**src/rtl/win_addr_pkg.sv**
```systemverilog
// Package: shared constants, types and helpers for the window address uploader.
// Assumes the sensor frame layout is fixed: 10 row bits then 6 column bits.
package win_addr_pkg;
    localparam int ROW_W   = 10;
    localparam int COL_W   = 6;
    localparam int FRAME_W = ROW_W + COL_W;
    // Half periods: two per data bit, one quiet low half, two for the strobe.
    localparam int DATA_HP = 2 * FRAME_W;
    localparam int LAST_HP = DATA_HP + 2;
    localparam int HP_W    = $clog2(LAST_HP + 1);

    typedef logic [FRAME_W-1:0] frame_t;
    typedef logic [HP_W-1:0]    hp_t;

    // Builds the shift word so that bit 0 leaves first (row LSB first, column MSB last).
    function automatic frame_t pack_frame(input logic [ROW_W-1:0] row,
                                          input logic [COL_W-1:0] col);
        return {col, row};
    endfunction
endpackage

```
**src/rtl/wal_tick_gen.sv**
```systemverilog
// Module: divides the system clock into serial half-period ticks.
// Assumes HALF_DIV >= 1; the counter is held at zero while not running,
// so the first tick comes HALF_DIV cycles after run goes high.
module wal_tick_gen #(
    parameter int HALF_DIV = 5
) (
    input  logic clk,
    input  logic rst_n,
    input  logic run,
    output logic tick
);
    localparam int CW = (HALF_DIV > 1) ? $clog2(HALF_DIV) : 1;
    localparam logic [CW-1:0] CNT_MAX = CW'(HALF_DIV - 1);

    logic [CW-1:0] cnt_q;

    assign tick = run && (cnt_q == CNT_MAX);

    // Counts system cycles within the current half period.
    always_ff @(posedge clk) begin
        if (!rst_n) begin
            cnt_q <= '0;
        end else if (!run || tick) begin
            cnt_q <= '0;
        end else begin
            cnt_q <= cnt_q + 1'b1;
        end
    end
endmodule

```
**src/rtl/wal_sequencer.sv**
```systemverilog
// Module: tracks the half-period index of a transfer and the busy flag.
// Assumes start is ignored while busy; exposes next-state values so the
// output stage can register its pins in step with the sequence.
module wal_sequencer
    import win_addr_pkg::*;
(
    input  logic clk,
    input  logic rst_n,
    input  logic start,
    input  logic tick,
    output logic launch,
    output logic busy,
    output logic busy_nxt,
    output hp_t  hp_nxt
);
    hp_t hp_q;

    assign launch = start && !busy;

    // Computes the next busy flag and half-period index.
    always_comb begin
        busy_nxt = busy;
        hp_nxt   = hp_q;
        if (launch) begin
            busy_nxt = 1'b1;
            hp_nxt   = '0;
        end else if (busy && tick) begin
            if (hp_q == hp_t'(LAST_HP)) begin
                busy_nxt = 1'b0;
                hp_nxt   = '0;
            end else begin
                hp_nxt = hp_q + 1'b1;
            end
        end
    end

    // Holds the sequence state.
    always_ff @(posedge clk) begin
        if (!rst_n) begin
            busy <= 1'b0;
            hp_q <= '0;
        end else begin
            busy <= busy_nxt;
            hp_q <= hp_nxt;
        end
    end
endmodule

```
**src/rtl/wal_serializer.sv**
```systemverilog
// Module: holds the latched frame and drives the three registered link pins.
// Assumes odd half-period indices below DATA_HP are the clock-high phases;
// data therefore only moves when the clock drops.
module wal_serializer
    import win_addr_pkg::*;
(
    input  logic              clk,
    input  logic              rst_n,
    input  logic              launch,
    input  logic [ROW_W-1:0]  row_addr,
    input  logic [COL_W-1:0]  col_addr,
    input  logic              busy_nxt,
    input  hp_t               hp_nxt,
    output logic              ser_clk,
    output logic              ser_data,
    output logic              ser_load
);
    frame_t frame_q;
    frame_t frame_src;
    logic   in_data;
    logic   clk_d, data_d, load_d;

    assign frame_src = launch ? pack_frame(row_addr, col_addr) : frame_q;
    assign in_data   = busy_nxt && (hp_nxt < hp_t'(DATA_HP));

    // Decodes the pin values for the coming half period.
    always_comb begin
        clk_d  = in_data && hp_nxt[0];
        data_d = in_data ? frame_src[hp_nxt[HP_W-1:1]] : 1'b0;
        load_d = busy_nxt && (hp_nxt > hp_t'(DATA_HP));
    end

    // Captures the addresses when a transfer is accepted.
    always_ff @(posedge clk) begin
        if (!rst_n) begin
            frame_q <= '0;
        end else if (launch) begin
            frame_q <= frame_src;
        end
    end

    // Registers the link pins so they leave the block glitch-free.
    always_ff @(posedge clk) begin
        if (!rst_n) begin
            ser_clk  <= 1'b0;
            ser_data <= 1'b0;
            ser_load <= 1'b0;
        end else begin
            ser_clk  <= clk_d;
            ser_data <= data_d;
            ser_load <= load_d;
        end
    end
endmodule

```
**src/rtl/win_addr_loader.sv**
```systemverilog
// Module: top of the serial window address uploader.
// Sends a row/column start address as a 16-bit serial frame, then pulses
// the load strobe. Assumes one transfer at a time; HALF_DIV sets the
// serial half period in system clock cycles.
module win_addr_loader
    import win_addr_pkg::*;
#(
    parameter int HALF_DIV = 5
) (
    input  logic             clk,
    input  logic             rst_n,
    input  logic             start,
    input  logic [ROW_W-1:0] row_addr,
    input  logic [COL_W-1:0] col_addr,
    output logic             busy,
    output logic             ser_clk,
    output logic             ser_data,
    output logic             ser_load
);
    logic tick;
    logic launch;
    logic busy_nxt;
    hp_t  hp_nxt;

    wal_tick_gen #(.HALF_DIV(HALF_DIV)) u_tick (
        .clk   (clk),
        .rst_n (rst_n),
        .run   (busy),
        .tick  (tick)
    );

    wal_sequencer u_seq (
        .clk      (clk),
        .rst_n    (rst_n),
        .start    (start),
        .tick     (tick),
        .launch   (launch),
        .busy     (busy),
        .busy_nxt (busy_nxt),
        .hp_nxt   (hp_nxt)
    );

    wal_serializer u_ser (
        .clk      (clk),
        .rst_n    (rst_n),
        .launch   (launch),
        .row_addr (row_addr),
        .col_addr (col_addr),
        .busy_nxt (busy_nxt),
        .hp_nxt   (hp_nxt),
        .ser_clk  (ser_clk),
        .ser_data (ser_data),
        .ser_load (ser_load)
    );
endmodule

```
**config.mk**
```make
export PLATFORM = sky130hd
export DESIGN_NAME = win_addr_loader
export DESIGN_NICKNAME = d
export VERILOG_FILES = /design/src/rtl/win_addr_pkg.sv /design/src/rtl/wal_tick_gen.sv /design/src/rtl/wal_sequencer.sv /design/src/rtl/wal_serializer.sv /design/src/rtl/win_addr_loader.sv
export SDC_FILE = /design/constraint.sdc
export NUM_CORES = 1
export LEC_CHECK = 0
export ABC_AREA = 1
export CAP_MARGIN = 25
export CORE_MARGIN = 3
export CORE_UTILIZATION = 50
export CTS_BUF_LIST = sky130_fd_sc_hd__clkbuf_16
export CTS_CLUSTER_SIZE = 16
export DETAILED_ROUTE_END_ITERATION = 7
export PLACE_DENSITY = 0.73
export SLEW_MARGIN = 20
export SYNTH_ARGS = -nofsm -noshare
export SYNTH_HDL_FRONTEND = slang
export SYNTH_SLANG_ARGS = --single-unit
```
**constraint.sdc**
```tcl
create_clock -name clk -period 3.7 [get_ports clk]
set_input_delay 0.555 -clock clk [delete_from_list [all_inputs] [get_ports clk]]
set_output_delay 0.555 -clock clk [all_outputs]
set_load 0.005 [all_outputs]
```
# Yosys cells after proc, flatten, opt, wreduce, memory -nomap -nowiden
# Cells that the tools add are included.
[totals]
out_inout_bits = 4
wordCells = 34
register_bits = 29
[classes]
order_cmp = 3
n_reduce_logical = 10
eq_ne = 2
bitwise_logic = 1
mux = 9
add_sub_neg = 2
[op_table]
columns = ["op", "count"]
rows = [
  ["2-to-1 mux 6 bit", 3],
  ["2-to-1 mux 16 bit", 1],
  ["adder 6 x 1 -> 6 bit, second input constant", 1],
  ["== test 6 bit, second input constant", 1],
  ["> comparator 6 bit, second input constant", 1],
  ["logical AND 1 bit", 6],
  ["less-than comparator 6 bit, second input constant", 1],
  ["less-than comparator 5 bit, second input constant", 1],
  ["binary-select mux 1 bit (select 4 bit)", 1],
  ["2-to-1 mux 1 bit", 4],
  ["adder 3 x 1 -> 3 bit, second input constant", 1],
  ["== test 3 bit, second input constant", 1],
  ["AND reduction 2 bit", 1],
  ["OR reduction 2 bit", 1],
  ["logical NOT 1 bit", 1],
  ["logical OR 1 bit", 1],
  ["inverter 1 bit", 1],
]

# Logic depth before layout (Yosys ltp)
# Gate-level depths: netlist of the first run.
[logic_depth]
depth_word = 8
depth_mapped = 15
depth_no_buf = 15

# Hierarchy
# A second synthesis of the first run with hierarchy kept.
[unflattened]
cells_unflattened = 207
hier_area_um2 = 1490.2
[modules_own_cells]
columns = ["module", "area_per_inst_um2", "seq_area_each_um2", "cells_per_inst", "n_inst"]
rows = [
  ["wal_serializer", 883.3, 380.4, 116, 1],
  ["wal_sequencer", 452.9, 140.1, 69, 1],
  ["wal_tick_gen", 153.9, 60.1, 22, 1],
]

# Worst setup path after synthesis of the first run
# No wires, ideal clock.
[synth_path]
kind = "reg2reg"
from = "register u_seq.hp_q[0]"
to = "register u_ser.ser_data"
path_stages_with_launch = 15
slack_ns = 2.176
required_ns = 3.587
period_less_slack_ns = 1.524
t_arrival_ns = 1.412
path_cell_list = "dfxtp_1 -> inv_1 -> ha_1 -> nand2_1 -> inv_1 -> nand3_1 -> nor2_1 -> nor2_1 -> nand2_2 -> nand2_1 -> nand2_1 -> nand2_1 -> nand2_1 -> nor2_1 -> nor2_1"
[synth_between]
elab_chain_len = 7
word_cells_on_any_way = 13
[synth_rtl]
columns = ["item", "line", "text"]
rows = [
  ["start: declaration", "wal_sequencer.sv:16", "hp_t hp_q;"],
  ["start signal: assignment", "wal_sequencer.sv:44", "hp_q <= hp_nxt;"],
  ["adder 6 x 1 -> 6 bit or == test 6 bit (tied branches)", "wal_sequencer.sv:32, wal_sequencer.sv:28", ""],
  ["2-to-1 mux 6 bit", "wal_sequencer.sv:28", "if (hp_q == hp_t'(LAST_HP)) begin"],
  ["2-to-1 mux 6 bit", "wal_sequencer.sv:27", "end else if (busy && tick) begin"],
  ["2-to-1 mux 6 bit", "wal_sequencer.sv:24", "if (launch) begin"],
  ["less-than comparator 6 bit", "wal_serializer.sv:24", "assign in_data = busy_nxt && (hp_nxt < hp_t'(DATA_HP));"],
  ["logical AND 1 bit", "wal_serializer.sv:24", ""],
  ["AND reduction 2 bit (no line)", "--", ""],
  ["end signal: assignment", "wal_serializer.sv:50", "ser_data <= data_d;"],
  ["end: declaration", "wal_serializer.sv:15", "output logic ser_data,"],
]
# Parallel ways exist; a longest one is shown, timed or not. The select of a mux whose other input is x is not followed.
# A chain may end at the register's enable or synchronous reset.

# Worst setup path after layout of the first run
[layout_path]
from = "input start"
to = "register u_ser.ser_data"
[layout_between]
elab_chain_len = 5
word_cells_on_any_way = 9
[layout_rtl]
columns = ["item", "line", "text"]
rows = [
  ["start: declaration", "win_addr_loader.sv:12", "input logic start,"],
  ["logical AND 1 bit (*)", "wal_sequencer.sv:18", "assign launch = start && !busy;"],
  ["2-to-1 mux 6 bit", "wal_sequencer.sv:24", ""],
  ["less-than comparator 6 bit", "wal_serializer.sv:24", ""],
  ["logical AND 1 bit", "wal_serializer.sv:24", ""],
  ["AND reduction 2 bit (no line)", "--", ""],
]
# Every way passes the cells marked *; elsewhere a longest branch is shown, timed or not. The select of a mux whose other input is x is not followed.

==> flow_summary_export.csv, run 1 <==
group,metric,value,unit
sta,rsz0062_at_grt,"false",
setup_path,r2r_end,"u_ser.ser_data",
floorplan,rows,19,
placed_design,dpl.hpwl,2264,um
finish,layout-drive-gt1-share,11.34,%
setup_path,rr_worst_depth,11,
finish,post-route-util,65.83,%
drt,wirelength,3052,um
setup_path,cp-end-kind,"register",
finish,diodes,0,
sta,slew_headroom,54.35,%
pwr,ir_worst_vdd,0.3027,mV
setup_path,arrival,2.23,ns
logic_synthesis,synth_top_area_share,38.57,%
logic_synthesis,synthTopCellsByArea,"dfxtp_1 39%, nand2_1 17%, nor2_1 6.5%, nand3_1 6.3%, a21oi_1 4.0%",
placed_design,placed_cells,262,
floorplan,num_io_pins,23,
drt,wirelength_met1,1270,um
setup_path,cp_slowest_cell,"clkdlybuf4s50_1",
finish,seqCellArea,580.6,um^2
finish,nets,261,
drt,first_iter_violations,76,
floorplan,die_h,60.87,um
clock_tree,cts-root-buf,"clkbuf_16",
clock_tree,cts.sinks,29,
drt,highest_layer,"met4",
sta,fmax,484.3,MHz
logic_synthesis,synthCells,214,
grt,grt_max_degree,23,
clock_tree,clk_pin_slew,0.05,ns
setup_path,cp.required,3.87,ns
drt,wl_met3,175,um
clock_tree,ctsResizeCount,0,
status,run_status,"finished clean",
finish,areaGrowthSynthToFinish,22.69,%
setup_path,cp_slowest_stage_delay,0.46,ns
placed_design,io_buffers,22,
setup_path,cp_common_cell,"nand2_1",
grt,overflow,0,
clock_tree,hold_buffers,0,
clock_tree,post-cts-setup-buffers,0,
setup_path,path_cells,"clkdlybuf4s50_1 > nand2_4 > inv_2 > nor2_1 > nand2_2 > nand2_1 > nand2_1 > nand2_1 > nand3_1 > nand2_1 > nor2_1",
logic_synthesis,ys_warn_count,0,
placed_design,routabilityCongestion,0.8293,
drt,via_per_inst,5.134,
pwr,power,0.0007756,W
pwr,power_density,420.0,nW/um^2
pwr,leakagePower,0.8449,nW
finish,fillCellCount,254,
clock_tree,clk_latency,0.27,ns
sta,finalMaxSlewViolations,0,
logic_synthesis,ys_seq_area_share,38.57,%
logic_synthesis,avgSynthCellArea,7.034,um^2
logic_synthesis,ys_ff_latch,29,
setup_path,worstSetupPathType,"primary input to register",
floorplan,core-area,2805,um^2
setup_path,rrSetupSlack,1.91,ns
clock_tree,cts.path.max_buffers,2,
hold_path,hold_end,"u_tick.cnt_q[0]",
setup_path,critPathMaxFanout,21,
placed_design,dpl_worst_slack,1.342,ns
floorplan,die_w,60.87,um
sta,fin_setup_tns,0,ns
logic_synthesis,synth_nets,237,
sta,fin_crit_sh,55.80,%
floorplan,start_util,53.66,%
hold_path,min_from,"u_tick.cnt_q[0]",
sta,finalCriticalPeriod,2.065,ns
sta,timing.final.ws_setup,1.635,ns
finish,multiInputGateArea,807.0,um^2
drt,drtPass1Iterations,4,
drt,ant_nets,0,
grt,grtUsageTotal,19.43,%
setup_path,start_kind,"primary input",
drt,wl_met2,1549,um
grt,grt_pass1_vias,1292,
sta,tightest_slew,0.6840,ns
drt,dr_total_vias,1381,
logic_synthesis,synth_cell_types,28,
drt,drc,0,
finish,instances_no_fill,269,
run,drv_cap,0,
logic_synthesis,synth_area,1505,um^2
clock_tree,cts_buffers,5,
sta,skew,0.002880,ns
floorplan,dieArea,3705,um^2
sta,hold_viol_final,0,
hold_path,min_path_cells,1,
drt,wl_per_cell,11.35,um
clock_tree,cts_htree_levels,2,
setup_path,r2r-start,"u_seq.busy",
hold_path,hold_class,"register to register",
logic_synthesis,synth_area_leader_cell,"dfxtp_1",
grt,grt_pass1_wl,5264,um
grt,grt_antenna_before_repair,0,
clock_tree,tritoncts,"done",
sta,setup_viol_count_final,0,
-- routing by layer --
metal | up-vias | track usage [%]
met5 | - | 0
li1 | 725 | -
met4 | 0 | 12.38
met3 | 6 | 5.106
met2 | 31 | 33.59
met1 | 619 | 20.85
-- Yosys cell counts --
library cell	number
a21oi_1	12
a31oi_1	1
buf_12	1
buf_4	1
buf_8	1
clkbuf_1	2
dfxtp_1	29
ha_1	4
inv_1	14
inv_2	4
nand2_1	68
nand2_2	9
nand2_4	3
nand3_1	19
nand3_2	1
nand3_4	1
nand4_1	2
nor2_1	26
nor2_2	1
nor2_4	1
nor2_8	1
nor3_1	1
o21ai_0	4
o21ai_1	2
or2_0	1
or2_1	3
or2_2	1
xnor2_1	1
-- cell type report --
class	count	area share [%]
clock buffer	5	6.775
clock inverter	2	0.4065
inverter	18	3.659
multi-input combinational	162	43.70
sequential	29	31.44
tap	31	2.100
timing repair buffer	22	11.92
-- report_power, final --
group	switching [W]	internal, W
sequential	0.00000515	0.000326
clock	0.000125	0.000239
combinational	0.0000429	0.0000380
total	0.000173	0.000603
-- registers in the layout, indices dropped and copies added, names as in the netlist --
register        flops
u_ser.ser_load      1
u_ser.frame_q      16
u_seq.busy          1
u_ser.ser_clk       1
u_tick.cnt_q        3
u_ser.ser_data      1
u_seq.hp_q          6
-- worst max-delay path, delay by kind of cell --
family                 cells  cell delay (ns)
buffers and inverters      2             0.66
and+or+nand+nor            9             1.01
-- cell usage in the layout (no fill, tap or decap), drive strengths merged --
cell type	Yosys	layout
a21oi	12	12
a31oi	1	1
clkbuf	2	5
clkdlybuf4s50	0	22
clkinv	0	1
dfxtp	29	29
ha	4	4
inv	18	19
nand2	80	80
nand3	21	21
nand4	2	2
nor2	29	29
nor3	1	1
o21ai	6	6
or2	5	5
xnor2	1	1
-- stage by stage --
step,instance area [um^2],hold slack [ns]
floorplan,1505,0.4173
global placement,1714,0.4313
detailed placement,1714,0.4448
CTS,1847,0.4517
global route,1847,0.4869
finish,1847,0.4466
-- worst max-delay path by stage --
| stage | endpoint | startpoint | slack (ns) |
|---|---|---|---|
| after CTS | u_ser.ser_data | start | 1.63 |
| final | u_ser.ser_data | start | 1.64 |
| after global placement | u_ser.ser_data | start | 1.43 |
| after global routing | u_ser.ser_data | start | 1.44 |
| after floorplan | u_ser.ser_data | u_seq.hp_q[0] | 2.18 |
| after detailed placement | u_ser.ser_data | start | 1.34 |
-- kinds of logic (layout without fill, tap and decap cells) --
logic type,after synthesis,in the layout,share of synthesized area (%)
DFF,29,29,38.57
adders and majority gates,4,4,3.325
and+or+nand+nor,138,138,43.31
buffers and inverters,23,47,7.814
xor gates and xnor gates,1,1,0.5820
AOI/OAI and AO/OA,19,19,6.401
(Power assumes the default switching activity.)
==> inputs of run 2 (changes only) <==
Settings changed: CORE_UTILIZATION 50 to 48.
Clock period 3.7 ns to 1.7 ns, I/O delays scaled along.
==> run 2 against run 1 <==
Effect of this change:
- combinational power grew to 2.9 times the previous value
- register-to-register slack worse by 1.8 ns
- sequential power grew 120%
- count of clock-buffer cells in the layout stayed put
- total power rose by 130%
- critical path depth grew 4
- core utilization grew 10 points
- sequential share of layout area is 4.6 points lower
- cell area up 18%
- worst hold slack lost 0.019 ns
- highest routed layer unchanged
==> flow_summary_export.csv, run 2 (synthesized netlist as in run 1, its figures left out) <==
group,metric,value,unit
status,run_status,"finished clean",
floorplan,die_h,62,um
finish,largestRegisters,"u_ser.frame_q (16), u_seq.hp_q (6), u_tick.cnt_q (3)",
pwr,p_int,0.001360,W
setup_path,cp-end-kind,"register",
clock_tree,clk_latency,0.27,ns
clock_tree,hold_buffers,0,
grt,grt_antenna_before_repair,0,
placed_design,dpl.hpwl,2383,um
sta,setup_viol_count_final,0,
sta,whs,0.4279,ns
grt,grtUsageTotal,19.36,%
run,drv_cap,0,
pwr,p_comb_share,13.4,%
floorplan,dieArea,3844,um^2
placed_design,routabilityCongestion,0.9095,
finish,layout-drive-gt1-share,26.69,%
clock_tree,cts_buffers,5,
grt,grt_pass1_wl,5326,um
pwr,switching_share,22.78,%
clock_tree,cts.path.max_buffers,2,
sta,fmax,623.5,MHz
placed_design,io_buffers,22,
setup_path,cp_slowest_stage_delay,0.33,ns
finish,areaGrowthSynthToFinish,45.30,%
setup_path,start_kind,"register",
finish,nets,288,
setup_path,cp_common_cell,"nand2_1",
drt,first_iter_violations,76,
finish,diodes,0,
drt,via_per_inst,4.792,
finish,mostFrequentLayoutCells,"64 x nand2_1, 26 x buf_4, 26 x dfxtp_1, 24 x nor2_1, 21 x clkdlybuf4s50_1",
setup_path,critPathMaxFanout,5,
pwr,power.clock.fraction,45.6,%
grt,grt_max_degree,23,
drt,drc,0,
setup_path,path_cells,"inv_2 > ha_4 > nand2_2 > nor2_4 > nand2_1 > nand2_2 > nand2_4 > inv_2 > nand2_4 > nand2_1 > nand2_1 > nand2_1 > nand3_1 > nand2_1 > nor2_1",
setup_path,arrival,1.77,ns
hold_path,hold_class,"register to register",
sta,skew,0.005562,ns
placed_design,placed_cells,297,
floorplan,die_w,62,um
drt,wirelength,3567,um
finish,mostFrequentLayoutCell,"nand2_1",
drt,dr_total_vias,1476,
clock_tree,cts.sinks,29,
floorplan,start_util,52.33,%
pwr,ir_worst_vdd,0.6662,mV
clock_tree,tritoncts,"done",
setup_path,cp.required,1.86,ns
clock_tree,clk_pin_slew,0.05,ns
setup_path,cp_slowest_cell,"dfxtp_2",
finish,instances_no_fill,308,
setup_path,worstSetupPathType,"register to register",
floorplan,rows,19,
grt,gr-usage-met2,30.62,%
sta,tightest_slew,0.2838,ns
drt,drtPass1Iterations,6,
sta,fin_crit_sh,94.35,%
floorplan,num_io_pins,23,
finish,largest_reg_flops,16,
clock_tree,cts-root-buf,"clkbuf_16",
grt,grtUsageMet1,22.26,%
grt,grt_pass1_vias,1250,
clock_tree,cts_htree_levels,2,
drt,ant_nets,0,
grt,overflow,0,
grt,met3_usage,7.438,%
sta,slew_headroom,80.88,%
pwr,power_density,805.5,nW/um^2
pwr,seqPwrFrac,41.0,%
pwr,leakagePower,0.9985,nW
drt,wl_per_cell,11.58,um
sta,hold_viol_final,0,
grt,grt_busiest_layer,"met2",
sta,finalCriticalPeriod,1.604,ns
pwr,switchingPower,0.0004014,W
sta,finalMaxSlewViolations,0,
finish,max_flop_register,"u_ser.frame_q",
floorplan,core-area,2877,um^2
[run 2: changes by cell type in the layout (fill, tap and decap cells not counted), moves of 2 or more]
cell	before	now
buf_4	0	26
dfxtp_1	29	26
dfxtp_2	0	2
inv_1	15	11
inv_2	4	6
nand2_1	68	64
nand2_8	0	2
nand3_1	19	16
nand3_4	1	3
nor2_1	26	24
[run 2: area by class of cell]
type	instances	area, um^2
multi-input cells	162	902.1
flip-flops and latches	29	586.8
inverters	18	70.07
repair buffers	49	437.9
fillers	206	689.4
well taps	42	52.55
clock inverters	3	12.51
clock buffers	5	125.1
[run 2: power by group through the flow]
stage          Sequential [W]  Clock, W  Combinational, W
2_1_floorplan        0.000732         0          0.000122
3_3_place_gp         0.000733         0          0.000219
3_5_place_dp         0.000733         0          0.000222
4_1_cts              0.000720  0.000821          0.000223
5_1_grt              0.000723  0.000853          0.000258
6_report             0.000721  0.000804          0.000236
[run 2: critical path: cells and delay by family, from the launching register on]
family | cells | cell delay, ns
and+or+nand+nor | 12 | 0.90
DFF | 1 | 0.33
adders and majority gates | 1 | 0.14
buffers and inverters | 2 | 0.13
[run 2: path summary, 6_finish.rpt]
path	slack, ns	cells after the start	from	endpoint
worst min-delay path	0.43	1	u_tick.cnt_q[0]	u_tick.cnt_q[0]
worst max register to register	0.1	15	u_tick.cnt_q[0]	u_ser.ser_data
worst max-delay path	0.1	15	u_tick.cnt_q[0]	u_ser.ser_data
worst min register to register	0.43	1	u_tick.cnt_q[0]	u_tick.cnt_q[0]
[run 2: per-layer routing]
metal	vias up	routed length, um	part of all wire [%]
met5	-	0	0
met1	654	1584	44
met4	0	87	2.4
li1	784	-	-
met2	27	1780	50
met3	11	115	3.2
[run 2: what timing repair did]
item,4_1_cts,5_1_grt
endpoints found under the setup margin,0,4
resized for setup,0,29
buffers inserted,0,3
[run 2: metrics by stage]
stage          setup TNS [ns]  worst slack (ns)  instance area (um^2)  power (W)  utilization [%]
6_report                    0           0.09608                  2187   0.001762            76.03
3_5_place_dp          -0.3567           -0.2200                  1921  0.0009548            66.77
2_1_floorplan               0            0.1758                  1505  0.0008540                -
3_3_place_gp          -0.3264           -0.1926                  1921  0.0009520            66.77
5_1_grt              -0.02604          -0.02604                  2187   0.001834            76.03
4_1_cts                     0          0.006202                  2058   0.001765            71.55
